--- config.mk ---
export PLATFORM = sky130hd
export DESIGN_NAME = scl_timing_gen
export DESIGN_NICKNAME = d
export VERILOG_FILES = /design/src/rtl/scl_gen_pkg.sv /design/src/rtl/scl_cnt_path.sv /design/src/rtl/scl_phase_ctrl.sv /design/src/rtl/scl_timing_gen.sv
export SDC_FILE = /design/constraint.sdc
export NUM_CORES = 1
export LEC_CHECK = 0
export ABC_AREA = 1
export ABC_CLOCK_PERIOD_IN_PS = 2750
export BUFFER_PORTS_ARGS = -buffer_cell sky130_fd_sc_hd__clkbuf_2
export CAP_MARGIN = 20
export CORE_ASPECT_RATIO = 0.7
export CORE_MARGIN = 5
export CORE_UTILIZATION = 40
export CTS_CLUSTER_SIZE = 30
export DETAILED_ROUTE_END_ITERATION = 16
export PLACE_DENSITY = 0.75
export SLEW_MARGIN = 30
export SYNTH_ARGS = -nofsm -noshare
export SYNTH_HDL_FRONTEND = slang
export SYNTH_SLANG_ARGS = --single-unit
--- constraint.sdc ---
create_clock -name clk -period 2.75 [get_ports clk]
set_input_delay 0.55 -clock clk [delete_from_list [all_inputs] [get_ports clk]]
set_output_delay 0.55 -clock clk [all_outputs]
set_load 0.02 [all_outputs]
--- src/rtl/scl_gen_pkg.sv ---
package scl_gen_pkg;

  typedef enum logic [1:0] {
    PH_IDLE = 2'd0,
    PH_LOW  = 2'd1,
    PH_HIGH = 2'd2
  } phase_t;

  // Command from the phase controller to the count path
  typedef struct packed {
    logic clear;    // restart the half-period count at zero
    logic advance;  // count one more cycle of the current half
    logic selHigh;  // compare against the high-half length
  } cntCmd_t;

endpackage

--- src/rtl/scl_cnt_path.sv ---
module scl_cnt_path
  import scl_gen_pkg::*;
#(
  parameter int FIELD_W    = 8,
  parameter int OVERHEAD   = 3,
  parameter bit SPLIT_HIGH = 1'b1
) (
  input  logic                 clk,
  input  logic                 rstN,
  input  logic [3*FIELD_W-1:0] ctrlWord,
  input  cntCmd_t              cmd,
  output logic                 cntDone
);

  localparam int CNT_W = FIELD_W + 2;

  logic [FIELD_W-1:0] lowDiv;
  logic [FIELD_W-1:0] speedDiv;
  logic [FIELD_W-1:0] highField;
  logic [FIELD_W-1:0] highDiv;
  logic [CNT_W-1:0]   lowLast;
  logic [CNT_W-1:0]   highLast;
  logic [CNT_W-1:0]   target;
  logic [CNT_W-1:0]   cnt;

  assign lowDiv    = ctrlWord[FIELD_W-1:0];
  assign speedDiv  = ctrlWord[2*FIELD_W-1:FIELD_W];
  assign highField = ctrlWord[3*FIELD_W-1:2*FIELD_W];

  generate
    if (SPLIT_HIGH) begin : g_splitHigh
      // a non-zero high field selects the asymmetric waveform
      assign highDiv = (highField != '0) ? highField : lowDiv;
    end else begin : g_symHigh
      assign highDiv = lowDiv;
    end
  endgenerate

  // last count value of each half: divider + overhead - 1
  assign lowLast  = CNT_W'(lowDiv)  + CNT_W'(OVERHEAD - 1);
  assign highLast = CNT_W'(highDiv) + CNT_W'(OVERHEAD - 1);
  assign target   = cmd.selHigh ? highLast : lowLast;
  assign cntDone  = (cnt == target);

  always_ff @(posedge clk or negedge rstN) begin
    if (!rstN) begin
      cnt <= '0;
    end else if (cmd.clear) begin
      cnt <= '0;
    end else if (cmd.advance) begin
      cnt <= cnt + 1'b1;
    end
  end

  // a cleared count starts the new half at zero
  a_r4_clear_restarts: assert property (@(posedge clk) disable iff (!rstN)
    cmd.clear |=> (cnt == '0));

  // with no command the count is frozen
  a_r8_hold_freezes: assert property (@(posedge clk) disable iff (!rstN)
    (!cmd.clear && !cmd.advance) |=> $stable(cnt));

  // a change in the speed field alone leaves the terminal flag unchanged
  a_r7_speed_inert: assert property (@(posedge clk) disable iff (!rstN)
    (!$stable(speedDiv) && $stable(lowDiv) && $stable(highField) &&
     $stable(cmd) && $past(!cmd.clear && !cmd.advance)) |-> $stable(cntDone));

endmodule

--- src/rtl/scl_phase_ctrl.sv ---
module scl_phase_ctrl
  import scl_gen_pkg::*;
(
  input  logic    clk,
  input  logic    rstN,
  input  logic    enable,
  input  logic    sclIn,
  input  logic    cntDone,
  output cntCmd_t cmd,
  output logic    sclDriveLow,
  output logic    sclRise,
  output logic    sclFall
);

  phase_t  phase;
  phase_t  phaseNext;
  logic    riseNext;
  logic    fallNext;
  cntCmd_t cmdC;

  always_comb begin
    phaseNext    = phase;
    riseNext     = 1'b0;
    fallNext     = 1'b0;
    cmdC         = '0;
    cmdC.selHigh = (phase == PH_HIGH);
    unique case (phase)
      PH_IDLE: begin
        cmdC.clear = 1'b1;
        if (enable) begin
          phaseNext = PH_LOW;
          fallNext  = 1'b1;
        end
      end
      PH_LOW: begin
        if (!enable) begin
          phaseNext  = PH_IDLE;
          riseNext   = 1'b1;
          cmdC.clear = 1'b1;
        end else if (cntDone) begin
          phaseNext  = PH_HIGH;
          riseNext   = 1'b1;
          cmdC.clear = 1'b1;
        end else begin
          cmdC.advance = 1'b1;
        end
      end
      PH_HIGH: begin
        if (!enable) begin
          phaseNext  = PH_IDLE;
          cmdC.clear = 1'b1;
        end else if (!sclIn) begin
          // line held low by a target: freeze the high count
          phaseNext = PH_HIGH;
        end else if (cntDone) begin
          phaseNext  = PH_LOW;
          fallNext   = 1'b1;
          cmdC.clear = 1'b1;
        end else begin
          cmdC.advance = 1'b1;
        end
      end
      default: begin
        phaseNext  = PH_IDLE;
        cmdC.clear = 1'b1;
      end
    endcase
  end

  always_ff @(posedge clk or negedge rstN) begin
    if (!rstN) begin
      phase   <= PH_IDLE;
      sclRise <= 1'b0;
      sclFall <= 1'b0;
    end else begin
      phase   <= phaseNext;
      sclRise <= riseNext;
      sclFall <= fallNext;
    end
  end

  assign cmd         = cmdC;
  assign sclDriveLow = (phase == PH_LOW);

  // strobes are mutually exclusive
  a_r9_strobe_exclusive: assert property (@(posedge clk) disable iff (!rstN)
    !(sclRise && sclFall));

  // rise strobe marks the release of the line
  a_r9_rise_at_release: assert property (@(posedge clk) disable iff (!rstN)
    sclRise |-> (!sclDriveLow && $past(sclDriveLow)));

  // fall strobe marks the pull-down of the line
  a_r9_fall_at_pull: assert property (@(posedge clk) disable iff (!rstN)
    sclFall |-> (sclDriveLow && !$past(sclDriveLow)));

  // disabling always releases the line with no fall strobe
  a_r2_disable_release: assert property (@(posedge clk) disable iff (!rstN)
    !enable |=> (!sclDriveLow && !sclFall));

  // enabling from idle starts with a low half
  a_r3_start_low: assert property (@(posedge clk) disable iff (!rstN)
    (phase == PH_IDLE && enable) |=> sclFall);

  // a stretched line keeps the high half going
  a_r8_stretch_hold: assert property (@(posedge clk) disable iff (!rstN)
    (phase == PH_HIGH && enable && !sclIn) |=> (phase == PH_HIGH && !sclFall));

endmodule

--- src/rtl/scl_timing_gen.sv ---
module scl_timing_gen
  import scl_gen_pkg::*;
#(
  parameter int FIELD_W    = 8,
  parameter int OVERHEAD   = 3,
  parameter bit SPLIT_HIGH = 1'b1
) (
  input  logic                 clk,
  input  logic                 rstN,
  input  logic                 enable,
  input  logic [3*FIELD_W-1:0] ctrlWord,
  input  logic                 sclIn,
  output logic                 sclDriveLow,
  output logic                 sclRise,
  output logic                 sclFall
);

  cntCmd_t cmd;
  logic    cntDone;

  scl_phase_ctrl uCtrl (
    .clk         (clk),
    .rstN        (rstN),
    .enable      (enable),
    .sclIn       (sclIn),
    .cntDone     (cntDone),
    .cmd         (cmd),
    .sclDriveLow (sclDriveLow),
    .sclRise     (sclRise),
    .sclFall     (sclFall)
  );

  scl_cnt_path #(
    .FIELD_W    (FIELD_W),
    .OVERHEAD   (OVERHEAD),
    .SPLIT_HIGH (SPLIT_HIGH)
  ) uPath (
    .clk      (clk),
    .rstN     (rstN),
    .ctrlWord (ctrlWord),
    .cmd      (cmd),
    .cntDone  (cntDone)
  );

  // nothing is driven or strobed while in reset
  a_r1_reset_quiet: assert property (@(posedge clk)
    !rstN |-> (!sclDriveLow && !sclRise && !sclFall));

endmodule

==> key figures <==
STA
  • Tcrit/Tclk final: 0.996
  • Clock Skew: 0.0118 ns
  • Slew @ Worst Pin: 0.463 ns
  • Hold Vio Cnt, Final: 0
  • Final setup fails: 0
  • FMAX: 0.365 GHz
  • Worst hold slack: 0.196 ns
  • Period minus WS final: 2.74 ns
  • Final worst setup slack: 0.00971 ns
  • Slew margin rel.: 0.688
  • Final slew viol count: 0
  • RSZ-0062 raised after global routing: true

Synth
  • Yosys top cell area share: 0.234
  • Post-synthesis sequential area ratio: 0.234
  • Syn Area/Cell: 6.19 µm²
  • #FFs+latches synth: 14
  • Area contributors post-synth: dfrtp_1, nand2_1, nand3_1
  • Yosys top cell by area: dfrtp_1
  • Yosys warnings: 0
  • Post-Syn Instances: 242
  • Synth unique cells: 23
  • Syn nets: 276
  • Post-Syn Area: 1500 µm²

Detailed routing
  • DRT iter0 DRCs: 171
  • DRC viols: 0
  • ANT nets after route: 0
  • Routed len/inst: 12.7 µm
  • Drt first pass iters: 5
  • Routed via count: 1818
  • Vias per cell: 5.15
  • DRT Wirelength: 4470 µm

CTS
  • Skew-Pair Late Insertion Delay: 0.25 ns
  • Clk buf depth: 2
  • H-tree Lvls: 1
  • TritonCTS clock tree: yes
  • Root buffer cell: clkbuf_8
  • CTS Buf Count: 3
  • Reg clk slew, reported paths: 0.07 ns
  • Clock net sink count: 14

Power and ir drop
  • Leak: 0.00115 µW
  • Maximum vdd drop: 0.321 mV
  • Pwr dens: 611 nW/µm²

Worst setup path
  • Crit path required time: 2.89 ns
  • R2r worst-path depth: 19
  • Critical path arrival: 2.88 ns
  • CP max-delay cell: o21ai_4
  • R2R Setup Slk: 0.03 ns
  • Setup crit start kind: primary input
  • CP Max Fanout: 7
  • Critical path type: in -> reg
  • Worst Setup End Kind: flop
  • Worst setup path start: ctrlWord[23]
  • Max stage delay on crit path: 0.23 ns
  • Worst reg2reg startpoint: uCtrl.phase[0]$_DFFE_PN0P_
  • Critical path, cell by cell: buf_6 -> nor2_2 -> nand2_2 -> o21ai_4 -> nand2_2 -> nand2_2 -> ha_4 -> xor2_1 -> nor2_1 -> nand3_1 -> nor2_2 -> nand2_1 -> nor2_2 -> nand3_2 -> o21ai_4 -> o21ai_4 -> nand2_2 -> inv_2 -> nand2_1 -> inv_1
  • Reg-to-reg endpoint: uPath.cnt[1]$_DFFE_PN0P_
  • Worst setup endpoint: uPath.cnt[1]$_DFFE_PN0P_
  • Critical path's most frequent cell: nand2_2

Floorplanning
  • Total die area: 5090 µm²
  • Die Height: 61.2 µm
  • Cell row count: 18
  • Die W: 83.2 µm
  • Core area: 3560 µm²
  • Initial Utilization: 0.421
  • I/O pin count: 31

Finish
  • FILL cells: 358
  • N_diodes: 0
  • Synth-to-layout area growth: 41.6%
  • Final #Nets: 338
  • Fraction of layout cells with a size suffix above 1: 0.333
  • Commonest non-fill, non-tap cell in the layout: nand2_1
  • Finished Cell Area: 2120 µm²
  • Most frequent cells in the layout: nand2_1, buf_4, inv_1

Global routing
  • Overflow after GRT: 0
  • First-pass GRT wire length: 7220 µm
  • Initial antenna violation count: 0
  • Vias in the first global route: 1694
  • Gr usage total: 0.176
  • Largest net degree at the start of global routing: 15

Placement
  • Pre-CTS setup slack: -0.394 ns
  • Placed cell area: 1840 µm²
  • Hpwl dp: 3300 µm
  • RePlAce Congestion: 0.898
  • IO Port Bufs: 22

Outcome
  • Status: completed

Hold path
  • Worst hold path class: in -> async

Run
  • Max-Cap Viols: 0
## layout make-up
type / count / area [µm²] / share of cell area
clock buffers: 4 / 55.1 / 0.0259
multi-input cells: 192 / 1100 / 0.518
well taps: 50 / 62.6 / 0.0295
inverters: 33 / 124 / 0.0584
repair buffers: 60 / 432 / 0.203
flip-flops and latches: 14 / 350 / 0.165
## routing by layer
metal | vias up | routed length (µm) | GRT usage
li1 | 910 | - | -
met1 | 831 | 2070 | 0.234
met2 | 71 | 2060 | 0.287
met3 | 6 | 309 | 0.0455
met4 | 0 | 27 | 0.0559
met5 | - | 0 | 0
## critical path, delay by kind of cell
family | cells | cell delay [ns]
buf+inv | 3 | 0.16
compound gates | 3 | 0.58
simple gates | 12 | 1.24
xor+xnor | 1 | 0.15
fa+ha+maj | 1 | 0.21
## metrics by stage
step | instances | total power [µW] | setup TNS, ns | utilization
2_1_floorplan | 242 | 723 | 0 | -
3_3_place_gp | 337 | 923 | -2.71 | 0.518
3_5_place_dp | 337 | 941 | -4.01 | 0.518
4_1_cts | 348 | 1220 | -0.0310 | 0.566
5_1_grt | 353 | 1410 | -1.60 | 0.596
6_report | 353 | 1300 | 0 | 0.596
## cells in the mapped netlist
cell type / instances
nand2_2: 9
o32ai_1: 1
nor3_1: 4
nand2_1: 81
nor2_4: 2
inv_1: 32
a211oi_1: 1
clkbuf_1: 2
nor4_1: 3
nor2_2: 2
dfrtp_1: 14
o21bai_2: 1
o21ai_2: 4
nand3b_1: 3
nand3_1: 28
xor2_1: 7
inv_2: 1
buf_6: 2
nand3_2: 2
nand4_1: 15
nor2_1: 20
ha_1: 6
a21oi_1: 2
## how the worst min path moves through the flow
stage | from | endpoint | slack (ns) | cells past startpoint
after floorplan | rstN | uCtrl.phase[0]$_DFFE_PN0P_ | 0.25 | 0
after global placement | rstN | uCtrl.sclFall$_DFF_PN0_ | 0.48 | 1
after detailed placement | rstN | uPath.cnt[8]$_DFFE_PN0P_ | 0.49 | 1
after CTS | rstN | uPath.cnt[4]$_DFFE_PN0P_ | 0.21 | 1
after global routing | rstN | uPath.cnt[4]$_DFFE_PN0P_ | 0.23 | 1
final | rstN | uPath.cnt[4]$_DFFE_PN0P_ | 0.20 | 1
## cell families (layout without fill, tap and decap cells)
group,Yosys count,count (layout),share of synthesized area
AOI/OAI and AO/OA,9,10,0.0484
xor gates and xnor gates,7,7,0.0409
adders and majority gates,6,6,0.0501
buffers and inverters,37,97,0.103
DFF,14,14,0.234
and+or+nand+nor,169,169,0.524
## power by group
group          total, µW  switching, µW  internal [µW]
clock network        207           80.4            127
logic                829            482            347
registers            260           23.0            237
total               1300            585            711
## flip-flops by register name, indices dropped and copies added (netlist names)
register       cells
uCtrl.sclRise      1
uCtrl.phase        2
uPath.cnt         10
uCtrl.sclFall      1
## repair_timing
action,CTS,global route
hold buffers,0,0
endpoints found under the setup margin,12,14
gates resized for setup,15,21
pin swaps,12,19
setup buffers,6,5
cloned,1,0
Power figures use the tool's default switching activity.
